--- config.mk ---
export PLATFORM = sky130hd
export DESIGN_NAME = pxp_core
export DESIGN_NICKNAME = d
export VERILOG_FILES = /design/src/rtl/pxp_pkg.sv /design/src/rtl/pxp_sync.sv /design/src/rtl/pxp_edge.sv /design/src/rtl/pxp_flags.sv /design/src/rtl/pxp_engine.sv /design/src/rtl/pxp_core.sv
export SDC_FILE = /design/constraint.sdc
export NUM_CORES = 1
export LEC_CHECK = 0
export BUFFER_PORTS_ARGS = -buffer_cell sky130_fd_sc_hd__buf_4
export CORE_MARGIN = 2
export CORE_UTILIZATION = 50
export CTS_CLUSTER_DIAMETER = 150
export DETAILED_ROUTE_END_ITERATION = 10
export PLACE_DENSITY = 0.71
export SLEW_MARGIN = 15
export SYNTH_ARGS = -nofsm -noshare
export SYNTH_HDL_FRONTEND = slang
export SYNTH_HIERARCHICAL = 1
export SYNTH_SLANG_ARGS = --single-unit
--- constraint.sdc ---
create_clock -name clk -period 2.6 [get_ports clk]
set_clock_uncertainty 0.2 [all_clocks]
set_input_delay 0 -clock clk [delete_from_list [all_inputs] [get_ports clk]]
set_output_delay 0 -clock clk [all_outputs]
set_load 0.1 [all_outputs]
--- src/rtl/pxp_pkg.sv ---
package pxp_pkg;
  localparam logic [2:0] ADDR_HI = 3'b110;

  typedef enum logic [2:0] {
    S_IDLE,
    S_ADDR,
    S_AACK,
    S_WDAT,
    S_WACK,
    S_RDAT,
    S_RACK
  } xfer_state_t;
endpackage

--- src/rtl/pxp_sync.sv ---
module pxp_sync #(
  parameter int W = 1,
  parameter int STAGES = 2,
  parameter logic [W-1:0] RST_VAL = '1
) (
  input  logic         clk,
  input  logic         rst_n,
  input  logic [W-1:0] d,
  output logic [W-1:0] q
);
  logic [W-1:0] pipe [STAGES];

  for (genvar s = 0; s < STAGES; s++) begin : g_stage
    always_ff @(posedge clk or negedge rst_n) begin
      if (!rst_n) pipe[s] <= RST_VAL;
      else if (s == 0) pipe[s] <= d;
      else pipe[s] <= pipe[(s == 0) ? 0 : s-1];
    end
  end

  assign q = pipe[STAGES-1];
endmodule

--- src/rtl/pxp_edge.sv ---
module pxp_edge (
  input  logic clk,
  input  logic rst_n,
  input  logic scl,
  input  logic sda,
  output logic scl_rise,
  output logic scl_fall,
  output logic start_ev,
  output logic stop_ev
);
  logic scl_d, sda_d;

  always_ff @(posedge clk or negedge rst_n) begin
    if (!rst_n) begin
      scl_d <= 1'b1;
      sda_d <= 1'b1;
    end else begin
      scl_d <= scl;
      sda_d <= sda;
    end
  end

  assign scl_rise = scl & ~scl_d;
  assign scl_fall = ~scl & scl_d;
  assign start_ev = scl & scl_d & sda_d & ~sda;
  assign stop_ev  = scl & scl_d & ~sda_d & sda;
endmodule

--- src/rtl/pxp_flags.sv ---
module pxp_flags #(
  parameter int W = 8
) (
  input  logic         clk,
  input  logic         rst_n,
  input  logic [W-1:0] lvl,
  input  logic         clr,
  output logic [W-1:0] flags,
  output logic         int_n
);
  logic [W-1:0] snap;

  always_ff @(posedge clk or negedge rst_n) begin
    if (!rst_n) begin
      snap  <= '1;
      flags <= '0;
    end else if (clr) begin
      snap  <= lvl;
      flags <= '0;
    end else begin
      flags <= flags | (lvl ^ snap);
    end
  end

  assign int_n = ~|flags;
endmodule

--- src/rtl/pxp_engine.sv ---
module pxp_engine
  import pxp_pkg::*;
#(
  parameter int W = 8,
  parameter int AW = 4
) (
  input  logic          clk,
  input  logic          rst_n,
  input  logic          scl_rise,
  input  logic          scl_fall,
  input  logic          start_ev,
  input  logic          stop_ev,
  input  logic          sda_bit,
  input  logic [AW-1:0] addr_lo,
  input  logic [W-1:0]  rd_inputs,
  input  logic [W-1:0]  rd_flags,
  output logic          sda_pull,
  output logic          idle,
  output logic          wr_valid,
  output logic [W-1:0]  wr_data,
  output logic          flag_sent
);
  localparam int CW = $clog2(W + 1);
  localparam logic [CW-1:0] LAST = CW'(W);

  xfer_state_t st;
  logic [CW-1:0] cnt;
  logic [W-1:0]  sr, tx;
  logic          rnw, sel, nack;
  logic [W-1:0]  nxt;

  assign nxt = sel ? rd_inputs : rd_flags;

  always_ff @(posedge clk or negedge rst_n) begin
    if (!rst_n) begin
      st        <= S_IDLE;
      cnt       <= '0;
      sr        <= '0;
      tx        <= '0;
      rnw       <= 1'b0;
      sel       <= 1'b0;
      nack      <= 1'b0;
      sda_pull  <= 1'b0;
      wr_valid  <= 1'b0;
      flag_sent <= 1'b0;
    end else begin
      wr_valid  <= 1'b0;
      flag_sent <= 1'b0;
      if (start_ev) begin
        st       <= S_ADDR;
        cnt      <= '0;
        sda_pull <= 1'b0;
      end else if (stop_ev) begin
        st       <= S_IDLE;
        sda_pull <= 1'b0;
      end else begin
        case (st)
          S_ADDR: begin
            if (scl_rise) begin
              sr  <= {sr[W-2:0], sda_bit};
              cnt <= cnt + 1'b1;
            end else if (scl_fall && cnt == LAST) begin
              cnt <= '0;
              if (sr[W-1:1] == {ADDR_HI, addr_lo}) begin
                st       <= S_AACK;
                sda_pull <= 1'b1;
                rnw      <= sr[0];
              end else begin
                st <= S_IDLE;
              end
            end
          end
          S_AACK: begin
            if (scl_fall) begin
              if (rnw) begin
                tx       <= {rd_inputs[W-2:0], 1'b0};
                sda_pull <= ~rd_inputs[W-1];
                sel      <= 1'b0;
                cnt      <= CW'(1);
                st       <= S_RDAT;
              end else begin
                sda_pull <= 1'b0;
                cnt      <= '0;
                st       <= S_WDAT;
              end
            end
          end
          S_WDAT: begin
            if (scl_rise) begin
              sr  <= {sr[W-2:0], sda_bit};
              cnt <= cnt + 1'b1;
            end else if (scl_fall && cnt == LAST) begin
              wr_valid <= 1'b1;
              sda_pull <= 1'b1;
              cnt      <= '0;
              st       <= S_WACK;
            end
          end
          S_WACK: begin
            if (scl_fall) begin
              sda_pull <= 1'b0;
              st       <= S_WDAT;
            end
          end
          S_RDAT: begin
            if (scl_fall) begin
              if (cnt == LAST) begin
                sda_pull  <= 1'b0;
                flag_sent <= sel == 1'b0 ? 1'b0 : 1'b1;
                st        <= S_RACK;
              end else begin
                sda_pull <= ~tx[W-1];
                tx       <= {tx[W-2:0], 1'b0};
                cnt      <= cnt + 1'b1;
              end
            end
          end
          S_RACK: begin
            if (scl_rise) begin
              nack <= sda_bit;
            end else if (scl_fall) begin
              if (nack) begin
                st <= S_IDLE;
              end else begin
                tx       <= {nxt[W-2:0], 1'b0};
                sda_pull <= ~nxt[W-1];
                sel      <= ~sel;
                cnt      <= CW'(1);
                st       <= S_RDAT;
              end
            end
          end
          default: ;
        endcase
      end
    end
  end

  assign idle    = (st == S_IDLE);
  assign wr_data = sr;
endmodule

--- src/rtl/pxp_core.sv ---
module pxp_core #(
  parameter int PORT_W = 8,
  parameter int ADDR_LO_W = 4,
  parameter int SYNC_STAGES = 2
) (
  input  logic                 clk,
  input  logic                 por_n,
  input  logic                 xfer_rst_n,
  input  logic                 scl_in,
  input  logic                 sda_in,
  output logic                 sda_pull,
  input  logic [ADDR_LO_W-1:0] addr_lo,
  input  logic [PORT_W-1:0]    port_in,
  output logic [PORT_W-1:0]    port_q,
  output logic [PORT_W-1:0]    port_pd,
  output logic                 int_n,
  output logic                 standby
);
  logic eng_rst_n;
  logic [1:0] bus_s;
  logic [PORT_W-1:0] lvl, flags, wr_data;
  logic scl_rise, scl_fall, start_ev, stop_ev;
  logic wr_valid, flag_sent;

  assign eng_rst_n = por_n & xfer_rst_n;

  pxp_sync #(.W(2), .STAGES(SYNC_STAGES), .RST_VAL(2'b11)) u_bus_sync (
    .clk(clk), .rst_n(por_n), .d({scl_in, sda_in}), .q(bus_s)
  );

  pxp_sync #(.W(PORT_W), .STAGES(SYNC_STAGES), .RST_VAL({PORT_W{1'b1}})) u_pin_sync (
    .clk(clk), .rst_n(por_n), .d(port_in), .q(lvl)
  );

  pxp_edge u_edge (
    .clk(clk), .rst_n(eng_rst_n), .scl(bus_s[1]), .sda(bus_s[0]),
    .scl_rise(scl_rise), .scl_fall(scl_fall),
    .start_ev(start_ev), .stop_ev(stop_ev)
  );

  pxp_engine #(.W(PORT_W), .AW(ADDR_LO_W)) u_engine (
    .clk(clk), .rst_n(eng_rst_n),
    .scl_rise(scl_rise), .scl_fall(scl_fall),
    .start_ev(start_ev), .stop_ev(stop_ev), .sda_bit(bus_s[0]),
    .addr_lo(addr_lo), .rd_inputs(lvl), .rd_flags(flags),
    .sda_pull(sda_pull), .idle(standby),
    .wr_valid(wr_valid), .wr_data(wr_data), .flag_sent(flag_sent)
  );

  pxp_flags #(.W(PORT_W)) u_flags (
    .clk(clk), .rst_n(por_n), .lvl(lvl), .clr(flag_sent),
    .flags(flags), .int_n(int_n)
  );

  always_ff @(posedge clk or negedge por_n) begin
    if (!por_n) port_q <= '1;
    else if (wr_valid) port_q <= wr_data;
  end

  assign port_pd = ~port_q;
endmodule

---- Yosys cells after proc, flatten, opt, wreduce, memory -nomap -nowiden ----
Index checks and enable logic that the tools add are counted.
operators by class
  add/subtract/negate cells ............... 1
  equality and inequality tests ........... 35
  mux-type cells .......................... 71
  bitwise operators ....................... 22
  reductions and logical operators ........ 17
operators with widths
  operator                                                                 number
  8-bit 2-to-1 mux                                                         9
  3-bit 2-to-1 mux                                                         14
  4-bit 2-to-1 mux                                                         10
  1-bit 2-to-1 mux                                                         32
  4-bit by 3-bit inequality test with 1-bit output, second input constant  8
  8-bit case mux with 3 select lines                                       1
  3-bit case mux with 6 select lines                                       1
  4-bit inequality test, second input constant                             4
  4-bit case mux with 4 select lines                                       1
  12-bit AND reduction                                                     1
  1-bit NOT                                                                11
  11-bit AND reduction                                                     1
  10-bit AND reduction                                                     1
  3-bit equality test, second input constant                               3
  3-bit by 2-bit inequality test with 1-bit output, second input constant  3
  3-bit inequality test, second input constant                             3
  9-bit AND reduction                                                      1
  1-bit AND                                                                8
  2-bit by 1-bit inequality test with 1-bit output, second input constant  4
  2-bit inequality test, second input constant                             4
  8-bit NOT                                                                1
  8-bit bitwise OR                                                         1
  4-bit AND reduction                                                      2
  8-bit AND reduction                                                      1
  20 further kinds                                                         21
storage, ports and cells
  register bits after elaboration ......... 75
  input port bits ......................... 17
  output and inout port bits .............. 19
  word-level logic and storage cells ...... 165

---- Longest topological paths before layout ----
  depth in word-level cells ............... 8
  depth in mapped cells ................... 9
  depth with buffers taken out ............ 7

---- By module ----
Netlist, hierarchy kept.
by module, submodules not included
  module                 times used  cells each  area an instance (um2)  seq. area each (um2)
  pxp_engine             1           192         1765.4                  700.7
  pxp_flags              1           53          675.6                   410.4
  pxp_sync (u_pin_sync)  1           24          480.5                   420.4
  pxp_core               1           26          377.9                   210.2
  pxp_sync (u_bus_sync)  1           6           120.1                   105.1
  pxp_edge               1           6           85.1                    52.6

---- Worst setup path after synthesis ----
OpenSTA, ideal clock, no wires.
  kind .................................... reg2out
  from .................................... register u_engine.st[2]
  to ...................................... output standby
  arrival ................................. 3.137 ns
  data required time ...................... 2.400 ns
  slack ................................... -0.737 ns
  stages on the path, launching flop included .. 6
  path buffers ............................ 4
  path through ............................ dfrtp_1 -> clkbuf_1 -> clkbuf_1 -> buf_1 -> buf_2 -> nor3_1
between the ends
  cells in the longest elaborated chain, start to end .. 1
ends and longest elaborated chain
  what                    line               text
  from (decl)             pxp_engine.sv:26   xfer_state_t st;
  from (signal assigned)  pxp_engine.sv:36   st <= S_IDLE;
  from (signal assigned)  pxp_engine.sv:50   st <= S_ADDR;
  from (signal assigned)  pxp_engine.sv:54   st <= S_IDLE;
  3-bit logical NOT       pxp_engine.sv:139  assign idle = (st == S_IDLE);
  to (decl)               pxp_core.sv:17     output logic standby
No other way between the ends.

---- Final worst setup path ----
  from .................................... register u_bus_sync.pipe, in the netlist u_bus_sync/q[0]
  to ...................................... register u_engine.tx[2]
between the ends
  cells in the longest elaborated chain, start to end .. 4
  elaborated cells on any way between the ends .. 6
  those cells by class .................... bitwise: 5; reduce/logical: 1
ends and longest elaborated chain
  what                               line               text
  from (decl)                        pxp_sync.sv:11     logic [W-1:0] pipe [STAGES];
  from (signal, indexed assignment)  pxp_sync.sv:17     else pipe[s] <= pipe[(s == 0) ? 0 : s-1];
  1-bit NOT                          pxp_edge.sv:25     assign start_ev = scl & scl_d & sda_d & ~sda;
  1-bit AND                          pxp_edge.sv:25
  named net start_ev                 pxp_core.sv:22     logic scl_rise, scl_fall, start_ev, stop_ev;
  1-bit NOT (no line)                -
  10-bit AND reduction (no line)     -
  to (signal assigned)               pxp_engine.sv:76   tx <= {rd_inputs[W-2:0], 1'b0};
  to (signal assigned)               pxp_engine.sv:113  tx <= {tx[W-2:0], 1'b0};
  to (signal assigned)               pxp_engine.sv:125  tx <= {nxt[W-2:0], 1'b0};
  to (decl)                          pxp_engine.sv:28   logic [W-1:0] sr, tx;
The timed path passes the listed nets, and every way through them passes these cells.
A chain may end at the register's enable or synchronous reset.

==> metrics.txt <==
status completed; Netlist cell types 58; Hold Vio Cnt, Final 0; CTS Buffer Depth 2; critical path class flip-flop to flip-flop; Final WS setup 280 ps; via count 2432; Routed WL 6680 µm; Ports 36; IO Port Bufs 35; syn avg cell area 11.4 µm²; Peak VDD IR 0.442 mV; vias per std cell 5.40; flop2flop setup slack 280 ps; RSZ-0062 raised after global routing false; pwr dens 615 nW/µm²; Place WS 111 ps; Root Buffer clkbuf_8; clock latency on the worst-skew pair 360 ps; largest family of logic cells by synthesized area compound AO/OA/AOI/OAI gates; Post-Synth Simple-Gate Area 0.126; Register Area 1900 µm²; Die Span X 87.7 µm; Worst slew margin 0.618; row cnt 30; Tot GR Track Use 0.197; fraction of layout cells with a size suffix above 1 0.362; FFs w/ async S/R, synth 1.00; Internal Power 1.85 mW; Area Overhead vs Synth 18.1%; Net Count, Synth 326; depth of the most critical reg-to-reg path 5; CP required 2640 ps; die height 87.7 µm; final worst path period share 0.892; Ys Warns 6; number of max-cap violations 0; Synth Area in Compound Gates 0.131; total CTS buffers 9; Switching Fraction 0.275; register bit total from synthesis 74; max-slew violations 0; Leak Pwr 1.82 nW; Max Fanout on Critical Path 14; Clk pwr share 0.360; TritonCTS clock tree yes; Initial Utilization 0.516; clock tree sinks 74; WP data arrival 2360 ps; H-tree levels 3; number of remaining DRC errors 0; aggregate global routing overflow 0; Reg-to-Reg Start u_bus_sync/q[0]; netlist area before placement 3500 µm²; Fmax 0.431 GHz; fin crit period 2320 ps; kind of start point of the critical path flip-flop; fillers 548; HP Class input port to async pin; routed len/inst 14.8 µm; setup TNS 0 ps; core area 6790 µm²; Setup-failing EPs final 0; sequential share of power 0.523; Die Area 7690 µm²; register area share after synthesis 0.542; Adder-Cell Fraction of Synth Area 0.00714; total setup buffers inserted after CTS 0; initial antenna violation count 0; mux share of post-synthesis cell area 0.0950; antenna cells 0; Initial DRC Count 152; switching power 699 µW; DP Wirelength 4600 µm; Net count, final 368; Worst R2R End u_engine/tx[2]; DR pass1 iterations 4; combinational share of power 0.117; gpl congestion 0.901; Final ANT Viol Nets 0; top_reg_cell synth dfstp_2; footprint of the multi-input gates 1370 µm²; vias in the first global route 2346; global-route wire length before repair 11500 µm; Syn Inst Count 307; Least-Margin Pin Slew 573 ps; crit path capture type flip-flop; Worst-path clk slew 80 ps; EDFF count, synth 0; Post-Synth XOR/XNOR Area 0.0300; largest net degree at the start of global routing 39
[critical path: stages (launching register included)]
cell	delay, ps
dfstp_2	560
and4b_1	250
or2_2	370
or4_4	650
nand2_1	100
o21ai_1	70
[what timing repair did]
item,CTS,global route
resized for setup,0,1
setup endpoints to repair,0,6
hold endpoints to repair,84,0
hold buffers,13,0
[cells by family after synthesis]
logic type	Yosys count
and+or+nand+nor	76
DFF	74
AOI/OAI and AO/OA	69
buffers and inverters	47
muxes	27
xor gates and xnor gates	12
adders and majority gates	2
[cells in the mapped netlist, types with 8 or more instances]
cell	count	area share
mux2_2	18	0.058
clkbuf_1	9	0.0096
dfstp_2	38	0.28
buf_4	10	0.021
dfrtp_1	36	0.26
inv_1	21	0.022
o21ai_0	8	0.011
xnor2_1	8	0.020
nor2b_1	9	0.016
nand2_1	12	0.013
nor2_1	10	0.011
mux2_4	8	0.034
o21ai_1	11	0.016
a21oi_1	14	0.020
[area by class of cell]
| class | count | area share |
|---|---|---|
| Tap cell | 96 | 0.0290 |
| Timing Repair Buffer | 57 | 0.111 |
| Sequential cell | 74 | 0.459 |
| Multi-Input combinational cell | 186 | 0.332 |
| Clock buffer | 9 | 0.0299 |
| Clock inverter | 7 | 0.0202 |
| Inverter | 21 | 0.0190 |
[placed cells by master (no fill, tap or decap), types with 2 or more instances in the layout]
cell	Yosys	layout
a21o_1	2	2
a21oi_1	14	14
a22o_1	7	7
a22oi_1	7	7
a31oi_1	2	2
and2_1	3	3
and3_1	2	2
and3b_1	2	2
and4b_1	3	3
buf_4	10	44
clkbuf_8	0	9
dfrtp_1	36	36
dfstp_2	38	38
dlygate4sd3_1	0	13
ha_1	2	2
inv_1	21	21
inv_6	0	3
mux2_2	18	18
mux2_4	8	8
nand2_1	12	12
nand2b_1	6	6
nand3_1	4	4
nand4_1	3	3
nor2_1	10	10
nor2b_1	9	9
nor3_1	7	6
nor3b_1	2	2
o211ai_1	2	2
o21ai_0	8	8
o21ai_1	11	11
o221ai_1	2	2
o311ai_0	2	2
or4_1	4	3
xnor2_1	8	8
xor2_1	4	4
[power by group through the flow]
stage               combinational [mW]  sequential (mW)  clock, mW
floorplan                        0.218             1.31          0
global placement                 0.272             1.35          0
detailed placement               0.281             1.35          0
CTS                              0.298             1.33      0.943
global route                     0.334             1.35      0.991
finish                           0.297             1.33      0.916
[through the flow]
step	cell area, µm²	hold WS, ps	cells	total power [mW]	utilization
finish	4140	91.9	450	2.55	0.609
global route	4140	71.7	450	2.67	0.609
CTS	4140	78.6	450	2.57	0.609
detailed placement	3800	-179	421	1.63	0.559
global placement	3800	-180	421	1.62	0.559
floorplan	3510	-496	307	1.53	-
[state kept, by name, summed over array words and instances, names as in the netlist]
signal / cells
u_flags/snap: 8
u_bus_sync/q: 2
u_engine/wr_data: 8
u_engine/flag_sent: 1
u_engine/sda_pull: 1
u_pin_sync/pipe: 8
u_engine/rnw: 1
u_pin_sync/q: 8
u_flags/flags: 8
u_engine/nack: 1
u_edge/sda_d: 1
u_edge/scl_d: 1
u_engine/sel: 1
u_engine/tx: 7
u_engine/wr_valid: 1
u_engine/cnt: 4
u_engine/st: 3
port_q: 8
u_bus_sync/pipe: 2
[worst max path at each step]
stage | from | to | slack (ps) | cells after the start
floorplan | u_bus_sync/q[0] | u_engine/tx[4] | 130 | 8
global placement | u_bus_sync/q[0] | u_engine/tx[4] | 170 | 5
detailed placement | u_bus_sync/q[0] | u_engine/tx[4] | 110 | 5
CTS | u_bus_sync/q[0] | u_engine/tx[2] | 100 | 5
global route | u_bus_sync/q[1] | u_engine/cnt[1] | 140 | 5
finish | u_bus_sync/q[0] | u_engine/tx[2] | 280 | 5
[routing by layer]
| layer | up-vias | global-route usage | part of all wire |
|---|---|---|---|
| met5 | - | 0 | 0 |
| met4 | 0 | 0.0671 | 0.016 |
| met3 | 10 | 0.0462 | 0.055 |
| met2 | 71 | 0.305 | 0.47 |
| met1 | 1192 | 0.273 | 0.46 |
| li1 | 1159 | - | - |
(Power assumes the default switching activity.)
